File: config.mk
export PLATFORM = sky130hd
export DESIGN_NAME = stat_counter_bank
export DESIGN_NICKNAME = d
export VERILOG_FILES = /design/src/rtl/stat_bank_pkg.sv /design/src/rtl/stat_evt_decode.sv /design/src/rtl/stat_ctr_cell.sv /design/src/rtl/stat_ovf_track.sv /design/src/rtl/stat_counter_bank.sv
export SDC_FILE = /design/constraint.sdc
export NUM_CORES = 2
export LEC_CHECK = 0
export BUFFER_PORTS_ARGS = -buffer_cell sky130_fd_sc_hd__buf_2
export CAP_MARGIN = 20
export CORE_UTILIZATION = 50
export CTS_CLUSTER_SIZE = 25
export DETAILED_ROUTE_END_ITERATION = 10
export HOLD_SLACK_MARGIN = 0.1
export PLACE_DENSITY_LB_ADDON = 0.15
export SYNTH_ARGS = -nofsm -noshare
export SYNTH_HDL_FRONTEND = slang
export SYNTH_SLANG_ARGS = --single-unit
File: constraint.sdc
create_clock -name clk -period 3.3 [get_ports clk]
set_clock_uncertainty 0.1 [all_clocks]
set_input_delay 0 -clock clk [delete_from_list [all_inputs] [get_ports clk]]
set_output_delay 0 -clock clk [all_outputs]
set_load 0.01 [all_outputs]
File: src/rtl/stat_bank_pkg.sv
package stat_bank_pkg;
  localparam int unsigned WIDE_W      = 64;
  localparam int unsigned NARROW_W    = 32;
  localparam int unsigned EXCESS_STEP = 16;

  // counter numbers with dedicated update rules
  localparam int unsigned C_TX_BYTES  = 0;
  localparam int unsigned C_TX_COLL   = 1;
  localparam int unsigned C_TX_LATE   = 2;
  localparam int unsigned C_TX_EXCESS = 3;
  localparam int unsigned C_TX_FRAMES = 4;
  localparam int unsigned C_RX_BYTES  = 8;
  localparam int unsigned C_RX_FRAMES = 9;
  localparam int unsigned C_RX_ERRS   = 10;

  function automatic bit is_wide(int unsigned n);
    return (n == C_TX_BYTES) || (n == C_RX_BYTES);
  endfunction
endpackage

File: src/rtl/stat_evt_decode.sv
module stat_evt_decode
  import stat_bank_pkg::*;
#(
  parameter int unsigned NUM_CTR = 32,
  parameter int unsigned LEN_W   = 16,
  localparam int unsigned INC_W  = LEN_W + 1
) (
  input  logic                            eth_mode,
  input  logic                            tx_done,
  input  logic [LEN_W-1:0]                tx_len,
  input  logic                            tx_err,
  input  logic                            tx_coll,
  input  logic                            tx_late_coll,
  input  logic                            tx_excess_abort,
  input  logic                            rx_done,
  input  logic [LEN_W-1:0]                rx_len,
  input  logic                            rx_err,
  input  logic [NUM_CTR-1:0]              gen_evt,
  output logic [NUM_CTR-1:0][INC_W-1:0]   inc
);
  always_comb begin
    for (int i = 0; i < NUM_CTR; i++) inc[i] = INC_W'(gen_evt[i]);
    if (tx_done && !tx_err) begin
      inc[C_TX_BYTES]  = inc[C_TX_BYTES] + INC_W'(tx_len);
      inc[C_TX_FRAMES] = inc[C_TX_FRAMES] + INC_W'(1);
    end
    inc[C_TX_COLL] = inc[C_TX_COLL] + INC_W'(tx_coll) + INC_W'(tx_late_coll);
    if (tx_excess_abort) begin
      inc[C_TX_COLL]   = inc[C_TX_COLL] + INC_W'(EXCESS_STEP);
      inc[C_TX_EXCESS] = inc[C_TX_EXCESS] + INC_W'(1);
    end
    inc[C_TX_LATE] = inc[C_TX_LATE] + INC_W'(tx_late_coll);
    if (rx_done) begin
      if (rx_err) begin
        inc[C_RX_ERRS] = inc[C_RX_ERRS] + INC_W'(1);
      end else begin
        inc[C_RX_BYTES]  = inc[C_RX_BYTES] + INC_W'(rx_len);
        inc[C_RX_FRAMES] = inc[C_RX_FRAMES] + INC_W'(1);
      end
    end
    if (!eth_mode) inc = '0;
  end
endmodule

File: src/rtl/stat_ctr_cell.sv
module stat_ctr_cell #(
  parameter int unsigned W     = 32,
  parameter int unsigned INC_W = 17
) (
  input  logic             clk,
  input  logic             rst_n,
  input  logic [INC_W-1:0] inc,
  input  logic             wr_en,
  input  logic [W-1:0]     wdata,
  output logic [W-1:0]     value,
  output logic             wrap
);
  logic [W:0] sum;

  assign sum  = {1'b0, value} + (W+1)'(inc);
  assign wrap = !wr_en && sum[W];

  always_ff @(posedge clk) begin
    if (!rst_n)     value <= '0;
    else if (wr_en) value <= wdata;
    else            value <= sum[W-1:0];
  end
endmodule

File: src/rtl/stat_ovf_track.sv
module stat_ovf_track #(
  parameter int unsigned NUM_CTR = 32,
  localparam int unsigned IDX_W  = $clog2(NUM_CTR)
) (
  input  logic               clk,
  input  logic               rst_n,
  input  logic [NUM_CTR-1:0] wrap_vec,
  input  logic               clr,
  output logic               flag,
  output logic [IDX_W-1:0]   idx
);
  logic [IDX_W-1:0] first_idx;
  logic             any_wrap;

  always_comb begin
    first_idx = '0;
    for (int i = NUM_CTR - 1; i >= 0; i--)
      if (wrap_vec[i]) first_idx = IDX_W'(i);
  end
  assign any_wrap = |wrap_vec;

  always_ff @(posedge clk) begin
    if (!rst_n) begin
      flag <= 1'b0;
      idx  <= '0;
    end else if (any_wrap) begin
      flag <= 1'b1;
      idx  <= first_idx;
    end else if (clr) begin
      flag <= 1'b0;
      idx  <= '0;
    end
  end
endmodule

File: src/rtl/stat_counter_bank.sv
module stat_counter_bank
  import stat_bank_pkg::*;
#(
  parameter int unsigned NUM_CTR = 32,
  parameter int unsigned LEN_W   = 16,
  localparam int unsigned IDX_W  = $clog2(NUM_CTR),
  localparam int unsigned INC_W  = LEN_W + 1
) (
  input  logic               clk,
  input  logic               rst_n,
  input  logic               eth_mode,
  input  logic               tx_done,
  input  logic [LEN_W-1:0]   tx_len,
  input  logic               tx_err,
  input  logic               tx_coll,
  input  logic               tx_late_coll,
  input  logic               tx_excess_abort,
  input  logic               rx_done,
  input  logic [LEN_W-1:0]   rx_len,
  input  logic               rx_err,
  input  logic [NUM_CTR-1:0] gen_evt,
  input  logic               sw_wr_en,
  input  logic               sw_rd_en,
  input  logic [IDX_W-1:0]   sw_idx,
  input  logic [63:0]        sw_wdata,
  output logic               sw_rvalid,
  output logic [63:0]        sw_rdata,
  input  logic               ovf_clr,
  output logic               ovf_flag,
  output logic [IDX_W-1:0]   ovf_idx
);
  logic [NUM_CTR-1:0][INC_W-1:0]  inc;
  logic [NUM_CTR-1:0][WIDE_W-1:0] cnt_q;
  logic [NUM_CTR-1:0]             wrap_vec;

  stat_evt_decode #(.NUM_CTR(NUM_CTR), .LEN_W(LEN_W)) u_decode (
    .eth_mode(eth_mode), .tx_done(tx_done), .tx_len(tx_len), .tx_err(tx_err),
    .tx_coll(tx_coll), .tx_late_coll(tx_late_coll),
    .tx_excess_abort(tx_excess_abort), .rx_done(rx_done), .rx_len(rx_len),
    .rx_err(rx_err), .gen_evt(gen_evt), .inc(inc)
  );

  for (genvar g = 0; g < NUM_CTR; g++) begin : g_ctr
    logic sel_wr;
    assign sel_wr = sw_wr_en && (sw_idx == IDX_W'(g));
    if (is_wide(g)) begin : g_wide
      logic [WIDE_W-1:0] v;
      stat_ctr_cell #(.W(WIDE_W), .INC_W(INC_W)) u_cell (
        .clk(clk), .rst_n(rst_n), .inc(inc[g]), .wr_en(sel_wr),
        .wdata(sw_wdata), .value(v), .wrap(wrap_vec[g])
      );
      assign cnt_q[g] = v;
    end else begin : g_narrow
      logic [NARROW_W-1:0] v;
      stat_ctr_cell #(.W(NARROW_W), .INC_W(INC_W)) u_cell (
        .clk(clk), .rst_n(rst_n), .inc(inc[g]), .wr_en(sel_wr),
        .wdata(sw_wdata[NARROW_W-1:0]), .value(v), .wrap(wrap_vec[g])
      );
      assign cnt_q[g] = {{(WIDE_W-NARROW_W){1'b0}}, v};
    end
  end

  stat_ovf_track #(.NUM_CTR(NUM_CTR)) u_ovf (
    .clk(clk), .rst_n(rst_n), .wrap_vec(wrap_vec), .clr(ovf_clr),
    .flag(ovf_flag), .idx(ovf_idx)
  );

  always_ff @(posedge clk) begin
    if (!rst_n) begin
      sw_rvalid <= 1'b0;
      sw_rdata  <= '0;
    end else begin
      sw_rvalid <= sw_rd_en;
      if (sw_rd_en) sw_rdata <= cnt_q[sw_idx];
    end
  end
endmodule

==> run summary <==
Worst Path Required = 3.87 ns
DP HPWL = 187000 um
Nets@finish = 8865
Number of distinct library cells after synthesis = 90
Tightest Hold Check Type = input pin to flop
CP delay by family, top = buffers and inverters
Max Slew Vio Count = 0
Setup Viol. Count Final = 0
Cells after Synth = 8018
Share of the yosys chip area belonging to registers = 33.4%
Placed Area = 75300 sq um
I/O pin cnt = 217
Post-DRT Antenna Nets = 0
Gpl congestion = 1.00
Yosys Warn Count = 0
Initial antenna violation count = 24
Outcome = finished, final reports clean
Core Util, Final = 60.1%
CTS root buffer = clkbuf_16
Critical path arrival = 3.86 ns
Slowest stage cell, crit path = dlygate4sd3_1
CP peak stage delay = 0.60 ns
Drt via density = 6.22
Number of synthesized flops with an enable pin = 0
Chip width = 375 um
Number of max-cap violations = 0
Worst-margin pin slew = 1.31 ns
Syn_nets = 8281
H-tree depth = 4
# clock sinks = 1159
Largest net degree at the start of global routing = 113
Pwr dens = 401 nW/um^2
WL final = 260000 um
Ys async rst share = 0%
CTS tree = yes
Peak supply drop = 0.445 mV
Static leakage = 0.0298 uW
I/O Buffers = 216
CP max FO = 15
Layout cells sized above 1 = 16.8%
Cell Rows = 136
Maximum clock path buffer count = 3
Main flop type after synthesis = dfxtp_1
Vias in the first global route = 62400
Setup crit start kind = input pin
Final-report hold violation count = 0
GRT Overall Usage = 36.3%
Synthesized cell area = 69400 sq um
Max transition margin = 12.8%
Die area = 140000 sq um
Clock Latency Late Sink = 0.79 ns
Clock-pin slew on the worst setup and hold paths = 0.06 ns
Mean Syn Cell Area = 8.66 sq um
Max Freq = 0.304 GHz
Critical path buffers and inverters = 5
Overflow after GRT = 0
Fin Setup TNS = 0 ns
CP endpoint kind = flop
TritonCTS Buffers = 135
Die Y = 375 um
Most frequent cells in the layout = nor2_1, dfxtp_1, a211oi_1
Pre-antenna DRT Iters = 6
Core ar. = 138000 sq um
DRC = 0
Area Growth Syn to Fin = 19.2%
Design Area, Final = 82700 sq um
First-pass GRT wire length = 390000 um
RSZ-0062 raised after global routing = yes
WL/cell = 24.7 um
Final worst setup slack = 0.0108 ns
Most common cell after layout, fill and taps aside = nor2_1
Tot Pwr = 33100 uW
Dpl ws = -0.442 ns
Final Critical Period = 3.29 ns
Period utilization = 99.7%
Synth Register Bits = 1159
Drt initial violations = 6189
Vias = 65300
CP Cell Sequence = dlygate4sd3_1, buf_2, buf_4, nor4bb_2, dlygate4sd3_1, buf_4, nand2_2, and3_1, nand3_1, and2_4, nand3b_1, or2_1, or3b_4, o21a_1
Critical path type = input pin to flop
Starting Density = 50.4%
==> worst paths after layout <==
path / start / endpoint / slack [ns] / depth (start not counted)
max: sw_idx[4] / u_ovf.flag / 0.01 / 14
max reg2reg: g_ctr[30].g_narrow.u_cell.value[0] / u_ovf.flag / 0.04 / 13
min reg2reg: sw_rdata[19] / sw_rdata[19] / 0.38 / 2
min: tx_len[1] / g_ctr[0].g_wide.u_cell.value[3] / 0.03 / 9
==> metal layers <==
metal	up-vias	share of wire, %	global-route usage, %	routed length [um]
li1	30300	-	-	-
met1	31600	39	44.1	102000
met2	2653	47	60.2	122000
met3	726	7.1	5.53	18400
met4	18	6.9	22.5	17900
met5	-	0.044	0	114
==> area by class of cell <==
cell class | instances | area (sq um)
inverters | 105 | 402
flip-flops and latches | 1159 | 23200
clock buffers | 203 | 4060
clock inverters | 38 | 485
well taps | 1794 | 2240
repair buffers | 1020 | 8180
multi-input cells | 6181 | 44100
diodes | 12 | 30.0
fillers | 11900 | 54900
==> through the flow <==
step | hold WS [ns] | std cells
finish | 0.0280 | 10500
global route | 0.155 | 10500
CTS | 0.105 | 10500
detailed placement | 0.218 | 10000
global placement | 0.207 | 10000
floorplan | 0.0439 | 8018
==> worst reg2reg max path, delay by kind of cell (launching register included) <==
kind | cells | cell delay, ns
and+or+nand+nor | 8 | 1.79
adders and majority gates | 2 | 0.42
buffers and inverters | 2 | 0.34
DFF | 1 | 0.32
AOI/OAI and AO/OA | 1 | 0.19
==> sequential cells by signal (all words and copies together) (netlist names) <==
signal and count:
sw_rdata 64, sw_rvalid 1, u_ovf.flag 1, g_ctr.g_wide.u_cell.value 128
u_ovf.idx 5, g_ctr.g_narrow.u_cell.value 960
==> synth_stat cells, types with 108 or more instances <==
cell type | number | area, sq um
mux4_2 | 320 | 7210
mux2i_1 | 114 | 1140
nor3_1 | 124 | 621
nand3_1 | 397 | 1990
o21ai_0 | 178 | 891
a21oi_1 | 191 | 956
dfxtp_1 | 1159 | 23200
ha_1 | 108 | 1350
nand2_1 | 548 | 2060
a211oi_1 | 862 | 6470
xor2_1 | 518 | 4540
and3_1 | 181 | 1130
or3_1 | 110 | 688
nand4_1 | 184 | 1150
nor2_1 | 1356 | 5090
xnor2_1 | 441 | 3860
clkbuf_1 | 492 | 1850
==> cells by family (layout without fill, tap and decap cells) <==
logic type      Yosys count  in the layout  share of synthesized area, %
simple gates           3272           3272                          22.5
compound gates         1399           1399                          14.1
flops                  1159           1159                          33.4
xor+xnor                959            959                          12.1
buf+inv                 678           1366                          3.72
mux                     434            434                          12.0
fa+ha+maj               117            117                          2.21
other cells               0             12                             0
==> power breakdown <==
| group | switching (uW) | internal [uW] | total, uW |
|---|---|---|---|
| Clock | 6430 | 9220 | 15600 |
| Combinational | 1750 | 1210 | 2960 |
| Sequential | 286 | 14300 | 14500 |
==> timing repair <==
item                                     CTS  global route
pin swaps                                  2            15
hold buffers                             240             0
endpoints found under the setup margin     4            78
buffers inserted                           1             5
hold endpoints to repair                1159             0
resized for setup                          4            77
(Power assumes the default switching activity.)
